--- src/rtl/i2cq_pkg.sv ---
package i2cq_pkg;
  localparam int unsigned BYTE_W = 8;

  typedef struct packed {
    logic              rd;
    logic [BYTE_W-1:0] dat;
  } i2cq_cmd_t;

  localparam int unsigned CMD_W = $bits(i2cq_cmd_t);
endpackage

--- src/rtl/i2cq_fifo.sv ---
module i2cq_fifo #(
  parameter int unsigned W     = 8,
  parameter int unsigned DEPTH = 8,
  localparam int unsigned LW   = $clog2(DEPTH + 1),
  localparam int unsigned AW   = (DEPTH > 1) ? $clog2(DEPTH) : 1
) (
  input  logic          clk,
  input  logic          rst_n,
  input  logic          flush,
  input  logic          push,
  input  logic [W-1:0]  push_data,
  input  logic          pop,
  output logic [W-1:0]  head,
  output logic [LW-1:0] count,
  output logic          full,
  output logic          empty
);

  logic [W-1:0]  mem [DEPTH];
  logic [AW-1:0] wptr_q, wptr_d, rptr_q, rptr_d;
  logic [LW-1:0] cnt_q, cnt_d;
  logic          push_ok, pop_ok;

  function automatic logic [AW-1:0] ptr_inc(input logic [AW-1:0] p);
    return (p == AW'(DEPTH - 1)) ? '0 : p + 1'b1;
  endfunction

  assign full    = (cnt_q == LW'(DEPTH));
  assign empty   = (cnt_q == '0);
  assign push_ok = push & ~full & ~flush;
  assign pop_ok  = pop & ~empty & ~flush;

  always_comb begin
    wptr_d = wptr_q;
    rptr_d = rptr_q;
    cnt_d  = cnt_q;
    if (flush) begin
      wptr_d = '0;
      rptr_d = '0;
      cnt_d  = '0;
    end else begin
      if (push_ok) wptr_d = ptr_inc(wptr_q);
      if (pop_ok)  rptr_d = ptr_inc(rptr_q);
      if (push_ok && !pop_ok)      cnt_d = cnt_q + 1'b1;
      else if (pop_ok && !push_ok) cnt_d = cnt_q - 1'b1;
    end
  end

  always_ff @(posedge clk or negedge rst_n) begin
    if (!rst_n) begin
      wptr_q <= '0;
      rptr_q <= '0;
      cnt_q  <= '0;
    end else begin
      wptr_q <= wptr_d;
      rptr_q <= rptr_d;
      cnt_q  <= cnt_d;
    end
  end

  always_ff @(posedge clk) begin
    if (push_ok) mem[wptr_q] <= push_data;
  end

  assign head  = empty ? '0 : mem[rptr_q];
  assign count = cnt_q;

  // the count never exceeds the depth
  a_r4_count_bound: assert property (@(posedge clk) disable iff (!rst_n)
    cnt_q <= LW'(DEPTH));

  // an accepted push and pop in one cycle keep the count
  a_r4_push_pop_hold: assert property (@(posedge clk) disable iff (!rst_n)
    (push_ok && pop_ok) |=> (cnt_q == $past(cnt_q)));

endmodule

--- src/rtl/i2cq_level_cmp.sv ---
module i2cq_level_cmp #(
  parameter int unsigned LW    = 4,
  parameter bit          ABOVE = 1'b0
) (
  input  logic [LW-1:0] level,
  input  logic [LW-1:0] thresh,
  output logic          req
);

  generate
    if (ABOVE) begin : g_above
      assign req = (level > thresh);
    end else begin : g_at_or_below
      assign req = (level <= thresh);
    end
  endgenerate

endmodule

--- src/rtl/i2cq_front.sv ---
module i2cq_front
  import i2cq_pkg::*;
#(
  parameter int unsigned DEPTH = 8,
  localparam int unsigned LW   = $clog2(DEPTH + 1)
) (
  input  logic              clk,
  input  logic              rst_n,
  input  logic              wr_en,
  input  logic [CMD_W-1:0]  wr_data,
  input  logic              rd_en,
  output logic [BYTE_W-1:0] rd_data,
  input  logic [LW-1:0]     tx_thresh,
  input  logic [LW-1:0]     rx_thresh,
  output logic [LW-1:0]     tx_level,
  output logic [LW-1:0]     rx_level,
  output logic              tx_empty_req,
  output logic              rx_full_req,
  output logic              tx_ovf,
  output logic              rx_unf,
  output logic              rx_ovf,
  input  logic              abort,
  output logic              cmd_valid,
  input  logic              cmd_ready,
  output logic              cmd_read,
  output logic [BYTE_W-1:0] cmd_byte,
  input  logic              rxb_valid,
  input  logic [BYTE_W-1:0] rxb_data,
  output logic              rxb_ready
);

  i2cq_cmd_t         cmd_in, cmd_head;
  logic              tx_full, tx_empty, rx_full, rx_empty;
  logic [BYTE_W-1:0] rx_head;
  logic              tx_ovf_d, rx_ovf_d, rx_unf_d;
  logic [BYTE_W-1:0] rd_data_d;

  assign cmd_in = wr_data;

  i2cq_fifo #(.W(CMD_W), .DEPTH(DEPTH)) u_txq (
    .clk       (clk),
    .rst_n     (rst_n),
    .flush     (abort),
    .push      (wr_en),
    .push_data (cmd_in),
    .pop       (cmd_ready),
    .head      (cmd_head),
    .count     (tx_level),
    .full      (tx_full),
    .empty     (tx_empty)
  );

  i2cq_fifo #(.W(BYTE_W), .DEPTH(DEPTH)) u_rxq (
    .clk       (clk),
    .rst_n     (rst_n),
    .flush     (abort),
    .push      (rxb_valid),
    .push_data (rxb_data),
    .pop       (rd_en),
    .head      (rx_head),
    .count     (rx_level),
    .full      (rx_full),
    .empty     (rx_empty)
  );

  i2cq_level_cmp #(.LW(LW), .ABOVE(1'b0)) u_tx_cmp (
    .level  (tx_level),
    .thresh (tx_thresh),
    .req    (tx_empty_req)
  );

  i2cq_level_cmp #(.LW(LW), .ABOVE(1'b1)) u_rx_cmp (
    .level  (rx_level),
    .thresh (rx_thresh),
    .req    (rx_full_req)
  );

  assign cmd_valid = ~tx_empty;
  assign cmd_read  = cmd_head.rd;
  assign cmd_byte  = cmd_head.dat;
  assign rxb_ready = ~rx_full;

  always_comb begin
    tx_ovf_d  = wr_en & tx_full & ~abort;
    rx_ovf_d  = rxb_valid & rx_full & ~abort;
    rx_unf_d  = rd_en & rx_empty;
    rd_data_d = rd_en ? rx_head : rd_data;
  end

  always_ff @(posedge clk or negedge rst_n) begin
    if (!rst_n) begin
      tx_ovf  <= 1'b0;
      rx_ovf  <= 1'b0;
      rx_unf  <= 1'b0;
      rd_data <= '0;
    end else begin
      tx_ovf  <= tx_ovf_d;
      rx_ovf  <= rx_ovf_d;
      rx_unf  <= rx_unf_d;
      rd_data <= rd_data_d;
    end
  end

  // abort leaves both queues empty with no overflow event
  a_r10_flush: assert property (@(posedge clk) disable iff (!rst_n)
    abort |=> (tx_level == '0 && rx_level == '0 && !tx_ovf && !rx_ovf));

  // a write against a full transmit queue is flagged
  a_r7_tx_overflow: assert property (@(posedge clk) disable iff (!rst_n)
    (wr_en && tx_level == LW'(DEPTH) && !abort) |=> tx_ovf);

  // reading an empty receive queue yields zero and an event
  a_r8_rx_underflow: assert property (@(posedge clk) disable iff (!rst_n)
    (rd_en && rx_level == '0) |=> (rx_unf && rd_data == '0));

  // the engine is never told there is room in a full queue
  a_r9_ready_room: assert property (@(posedge clk) disable iff (!rst_n)
    rxb_ready |-> (rx_level < LW'(DEPTH)));

  // an entry is offered only while one is stored
  a_r1_valid_level: assert property (@(posedge clk) disable iff (!rst_n)
    cmd_valid |-> (tx_level != '0));

  // a lone accepted write raises the transmit level by one
  a_r4_tx_grow: assert property (@(posedge clk) disable iff (!rst_n)
    (wr_en && !abort && tx_level < LW'(DEPTH) && !(cmd_valid && cmd_ready))
      |=> (tx_level == LW'($past(tx_level) + 1'b1)));

endmodule

--- config.mk ---
export PLATFORM = sky130hd
export DESIGN_NAME = i2cq_front
export DESIGN_NICKNAME = d
export VERILOG_FILES = /design/src/rtl/i2cq_pkg.sv /design/src/rtl/i2cq_fifo.sv /design/src/rtl/i2cq_level_cmp.sv /design/src/rtl/i2cq_front.sv
export SDC_FILE = /design/constraint.sdc
export NUM_CORES = 1
export LEC_CHECK = 0
export ABC_CLOCK_PERIOD_IN_PS = 2400
export BUFFER_PORTS_ARGS = -buffer_cell sky130_fd_sc_hd__buf_2
export CORE_MARGIN = 10
export CORE_UTILIZATION = 50
export CTS_CLUSTER_SIZE = 24
export DETAILED_ROUTE_END_ITERATION = 16
export GPL_TIMING_DRIVEN = 0
export PLACE_DENSITY = 0.81
export SETUP_SLACK_MARGIN = 0.05
export SKIP_CTS_REPAIR_TIMING = 1
export SLEW_MARGIN = 20
export SYNTH_ARGS = -nofsm -noshare
export SYNTH_HDL_FRONTEND = slang
export SYNTH_SLANG_ARGS = --single-unit
--- constraint.sdc ---
create_clock -name clk -period 2.4 [get_ports clk]
set_input_delay 0.36 -clock clk [delete_from_list [all_inputs] [get_ports clk]]
set_output_delay 0.36 -clock clk [all_outputs]
set_load 0.005 [all_outputs]
==> flow_summary.toml, run 1 <==
[global_routing]
grt-busiest-layer = "met2"
grt_max_degree = 32
antenna_found_initial = 0
met3_usage = 0.04866
grt_use_met2 = 0.2645
overflow = 0
first_global_vias = 4291
grt_pass1_wl_um = 23040
grtUsageMet1 = 0.1663
grtUsageTotal = 0.1512

[timing]
hold_slack_ns = -0.001268
fin_crit_sh = 1.041
fin_setup_tns_ns = -0.1954
slew_viol_final = 0
setup_slack_ns = -0.09806
slew_headroom = 0.2998
timing.fmax_ghz = 0.4003
finalCriticalPeriod_ns = 2.498
hold_viol_final = 3
fin_skew_ns = 0.01244
worst_pin_slew_ns = 1.046
finalSetupViolCount = 2
rsz0062_at_grt = "true"

[hold_path]
min_path_type = "input port to asynchronous set/reset pin"

[die]
die_w_um = 139.8
die_h_um = 139.8
die-area_sq_mm = 0.01955
std_cell_rows = 43
pin_count = 64
core_sq_mm = 0.01399
initial_utilization = 0.5131

[job]
cap_violations = 0

[synthesis]
synthesis.instances = 424
ys_types = 51
yosysWarnings = 0
async_reset_ff_frac = 0.1856
synth_area_sq_mm = 0.007177
synth_nets = 478
synth_flop_cell = "edfxtp_1"
yosysSeqAreaShare = 0.6771
avgSynthCellArea_sq_um = 16.93
ys_ff_latch = 167
synth_edf_count = 136

[setup_path]
crit_required_ns = 2.74
worst-setup-path-type = "register to register"
crit_path_max_incr_delay_ns = 0.48
path_cells = "or3_4 > o21ai_4 > nand2_4 > ha_4 > nand3_4 > and2_4 > or4b_4 > a41oi_2"
critPathSlowestCell = "or4b_4"
cp_max_fo = 6
critPathArrivalTime_ns = 2.84
reg2regPathDepth = 8
endpoint_kind = "register"
cp-start-kind = "register"

[place]
dp_hpwl_um = 9632
place.gp.congestion = 0.7850
io_buffers = 62

[final_layout]
fin_nets = 582
drive_gt1_frac = 0.3604
diodes = 0
area_growth_pct = 20.64

[pwr]
p_leak_nw = 3.191
power_density_mw_per_mm2 = 1043
p_sw_mw = 2.693
pwr-share-clk = 0.278
vdd_drop_max_v = 0.0006879
swShare = 0.2982
seq_power_share = 0.398
total_power_mw = 9.030
p_comb_frac = 0.325
intPower_mw = 6.337

[cts]
clk_latency_ns = 0.42
cts_tree = "done"
cts-root-buf = "clkbuf_16"
htree_levels = 4
clock_path_buffers = 2
numCtsBuffers = 17
cts.sinks = 167
clkSlewWorstSetupHoldPaths_ns = 0.06

[detailed_routing]
wl_per_cell_um = 21.21
drt_iter0_markers = 271
ant_nets = 0
wl_um = 15300
drtPass1Iterations = 4
vias_per_cell = 5.677
vias = 4093
drc = 0

[outcome]
status = "finished with violations"
violations = "negative hold slack, negative setup slack"
critical path: cells and delay by family (launching register included):
kind	cells	cell delay, ns
compound gates	2	0.37
fa+ha+maj	1	0.32
flops	1	0.47
simple gates	5	1.26
kinds of logic (layout without fill, tap and decap cells):
| kind of cell | after synthesis | in the layout | synth area share |
|---|---|---|---|
| AO/OA/AOI/OAI | 39 | 39 | 0.04446 |
| XOR/XNOR | 7 | 7 | 0.008543 |
| adder cells (fa/ha/maj) | 22 | 22 | 0.04045 |
| buffers and inverters | 34 | 151 | 0.02057 |
| flip-flops | 167 | 167 | 0.6771 |
| multiplexers | 51 | 51 | 0.1304 |
| AND/OR/NAND/NOR | 104 | 104 | 0.07845 |
cells in the mapped netlist, types with 3 or more instances:
| cell | number | area [sq um] |
|---|---|---|
| buf_2 | 6 | 30.03 |
| inv_1 | 15 | 56.30 |
| nand3_1 | 3 | 15.01 |
| o21a_1 | 5 | 37.54 |
| clkbuf_1 | 8 | 30.03 |
| dfrtp_1 | 31 | 775.7 |
| edfxtp_1 | 136 | 4084 |
| nor3_1 | 7 | 35.03 |
| a221o_1 | 8 | 80.08 |
| buf_4 | 3 | 22.52 |
| a21oi_1 | 10 | 50.05 |
| mux4_2 | 34 | 765.7 |
| ha_1 | 20 | 250.2 |
| xor2_1 | 4 | 35.03 |
| mux2i_1 | 17 | 170.2 |
| nor2_1 | 36 | 135.1 |
| or4b_1 | 3 | 30.03 |
| nand2_1 | 13 | 48.80 |
| nor2b_1 | 11 | 68.82 |
| xnor2_1 | 3 | 26.28 |
| o21ai_0 | 3 | 15.01 |
| nand2b_1 | 10 | 62.56 |
| or3_1 | 4 | 25.02 |
final timing paths:
kind                            startpoint         endpoint  slack [ns]
min in group clk               rxb_data[7]  u_rxq.mem[3][7]        0.21
min                                  rst_n           rx_unf      -0.001
max in group asynchronous            rst_n   u_txq.count[1]        1.86
max reg2reg                 u_rxq.count[1]   u_rxq.count[3]        -0.1
min reg2reg                u_txq.wptr_q[0]  u_txq.wptr_q[0]        0.59
max                         u_rxq.count[1]   u_rxq.count[3]        -0.1
power groups by stage:
stage                     sequential (mW)  combinational (mW)  clock [mW]
final                                3.59                2.93        2.51
after floorplan                      3.59                1.59           0
after detailed placement             3.63                2.35           0
after global placement               3.62                2.23           0
after global routing                 3.61                3.22        2.67
after CTS                            3.58                2.37        2.54
metal layers:
metal,vias up,wire (um)
li1,1862,-
met1,2102,5915
met2,108,8243
met3,21,892
met4,0,244
met5,-,0
state kept, by name, summed over array words and instances, names as in the netlist:
register	count
u_rxq.wptr_q	3
rx_ovf	1
u_txq.count	4
u_txq.rptr_q	3
rx_unf	1
u_rxq.mem	64
u_txq.mem	72
u_rxq.rptr_q	3
tx_ovf	1
rd_data	8
u_rxq.count	4
u_txq.wptr_q	3
cell type report:
type                       count  area, sq um
buffer                        19        133.9
tap                          180        225.2
timing repair buffer          85        483.0
inverter                      15        58.81
clock buffer                  24        461.7
clock inverter                 8        80.08
multi-input combinational    223         2349
sequential                   167         4867
fill                         961         5330
per-stage QoR:
step                      setup WS, ns  cells  hold WS [ns]  utilization  instance area, sq um
after floorplan                -0.1353    424       0.06441            -                  7197
after global placement         -0.3191    666        0.4719       0.5528                  7732
after detailed placement       -0.3718    668        0.4700       0.5553                  7767
after CTS                      -0.4578    700       0.02401       0.5940                  8309
after global routing           -0.2123    721       0.04423       0.6190                  8658
final                         -0.09806    721     -0.001268       0.6190                  8658
placed cells by master (no fill, tap or decap), types with 5 or more instances in the layout:
cell       instances
clkbuf_16         17
a21oi_1            8
dfrtp_1           25
mux4_2            34
nand2b_1          10
ha_4               5
nor2_1            35
buf_4             27
dfrtp_2            6
nand2_1           11
nor2b_1           11
ha_1              15
nor3_2             5
o21a_1             5
inv_1             14
a221o_1            8
buf_2             65
clkbuf_1          13
edfxtp_1         136
mux2i_1           16
Power figures use the tool's default switching activity.
==> inputs of run 2 (changes only) <==
Settings changed: CORE_UTILIZATION 50 to 45, PLACE_DENSITY 0.81 to 0.75.
==> flow_summary.toml, run 2 (same netlist as run 1, synthesis figures left out) <==
[outcome]
status = "finished with violations"
violations = "negative setup slack"

[timing]
slew_headroom = 0.3927
fin_crit_sh = 1.031
finalSetupViolCount = 2
fin_setup_tns_ns = -0.1396
hold_viol_final = 0
fin_skew_ns = 0.009616
worst_pin_slew_ns = 0.9076
rsz0062_at_grt = "true"
finalCriticalPeriod_ns = 2.475
timing.fmax_ghz = 0.4041
setup_slack_ns = -0.07475
slew_viol_final = 0

[pwr]
p_leak_nw = 3.213
p_sw_mw = 2.731
swShare = 0.3016
p_comb_frac = 0.322
intPower_mw = 6.325
vdd_drop_max_v = 0.0007760
total_power_mw = 9.057
pwr-share-clk = 0.283
seq_power_share = 0.394
power_density_mw_per_mm2 = 1037

[cts]
cts.sinks = 167
htree_levels = 4
clk_latency_ns = 0.42
numCtsBuffers = 17
cts-root-buf = "clkbuf_16"
clkSlewWorstSetupHoldPaths_ns = 0.07
clock_path_buffers = 2
cts_tree = "done"

[final_layout]
diodes = 0
post-route-util = 0.5539
regMostFlops = "u_txq.mem"
area_growth_pct = 21.71
final_cell_count_no_fill = 757
fin_nets = 582
drive_gt1_frac = 0.3715
layout_commonest_cell = "edfxtp_1"
layout_common_cells = "edfxtp_1, buf_2, mux4_2"
largest_register_ffs = 72
reg.largest.list = "u_txq.mem (72), u_rxq.mem (64), rd_data (8)"
finalInstanceArea_sq_mm = 0.008735
fillers = 1203

[global_routing]
antenna_found_initial = 0
grt_pass1_wl_um = 23380
grtUsageTotal = 0.1397
first_global_vias = 4259
overflow = 0
grt_max_degree = 32

[die]
initial_utilization = 0.4551
die-area_sq_mm = 0.02140
pin_count = 64
die_h_um = 146.3
die_w_um = 146.3
std_cell_rows = 46
core_sq_mm = 0.01577

[place]
place.gp.congestion = 0.7853
placed_area_sq_mm = 0.007797
place_inst = 702
dp_hpwl_um = 9574
io_buffers = 62

[setup_path]
critPathSlowestCell = "or4_4"
path_cells = "buf_4 > o41ai_4 > nand2_1 > ha_1 > a211oi_1 > or4_4 > o22a_1 > a31oi_1"
cp_max_fo = 7
critPathArrivalTime_ns = 2.82
crit_path_max_incr_delay_ns = 0.55
reg2reg_slack_ns = -0.07
worst-setup-path-type = "register to register"
crit_required_ns = 2.74
cp-start-kind = "register"
endpoint_kind = "register"

[detailed_routing]
vias_per_cell = 5.367
wl_per_cell_um = 19.99
ant_nets = 0
drtPass1Iterations = 4
drc = 0
drt_iter0_markers = 378
wl_um = 15140
vias = 4063

[hold_path]
min_path_type = "input port to asynchronous set/reset pin"

[job]
cap_violations = 0
-- run 2: cell count changes in the layout (fill, tap and decap cells not counted), sizes merged --
cell / previous run / this run
buf: 96 / 94
clkbuf: 32 / 28
clkinv: 4 / 6
clkinvlp: 3 / 2
dlymetal6s2s: 0 / 1
inv: 15 / 19
-- run 2: worst max-delay path, delay by kind of cell, from the launching register on --
| kind | cells | cell delay [ns] |
|---|---|---|
| compound gates | 4 | 0.83 |
| simple gates | 2 | 0.68 |
| flops | 1 | 0.40 |
| fa+ha+maj | 1 | 0.31 |
| buf+inv | 1 | 0.18 |
-- run 2: path summary, 6_finish.rpt --
check / from / end / cells past startpoint
min in group clk: rxb_data[1] / u_rxq.mem[5][1] / 1
max in group asynchronous: rst_n / u_txq.rptr_q[0] / 1
max: u_txq.count[3] / u_txq.count[3] / 8
min: rst_n / rx_ovf / 1
max reg2reg: u_txq.count[3] / u_txq.count[3] / 8
min reg2reg: u_txq.wptr_q[0] / u_txq.wptr_q[0] / 2
-- run 2: layer usage --
| layer | vias to the layer above | track usage | share of wire | routed length (um) |
|---|---|---|---|---|
| li1 | 1869 | - | - | - |
| met1 | 2068 | 0.1626 | 0.39 | 5955 |
| met2 | 103 | 0.2423 | 0.54 | 8121 |
| met3 | 23 | 0.03956 | 0.053 | 802 |
| met4 | 0 | 0.04805 | 0.017 | 257 |
| met5 | - | 0 | 0 | 0 |
-- run 2: per-stage QoR --
stage                     setup slack (ns)  hold slack [ns]
after detailed placement           -0.4389           0.4878
final                             -0.07475          0.01419
after global placement             -0.3279           0.4762
after global routing               -0.1805          0.06984
after CTS                          -0.4669          0.02796
after floorplan                    -0.1353          0.06441
-- run 2: cell type report --
cell class / instances / area, sq um / area share
multi-input cells: 223 / 2344 / 0.2683
flip-flops and latches: 167 / 4867 / 0.5572
plain buffers: 19 / 133.9 / 0.01533
repair buffers: 85 / 508.0 / 0.05816
well taps: 216 / 270.3 / 0.03094
inverters: 15 / 58.81 / 0.006733
clock buffers: 19 / 432.9 / 0.04956
clock inverters: 13 / 120.1 / 0.01375
-- run 2: power by group through the flow --
stage	clock network [mW]	logic, mW	registers (mW)
after floorplan	0	1.59	3.59
after global placement	0	2.25	3.61
after detailed placement	0	2.35	3.63
after CTS	2.59	2.36	3.58
after global routing	2.72	3.22	3.59
final	2.57	2.92	3.57
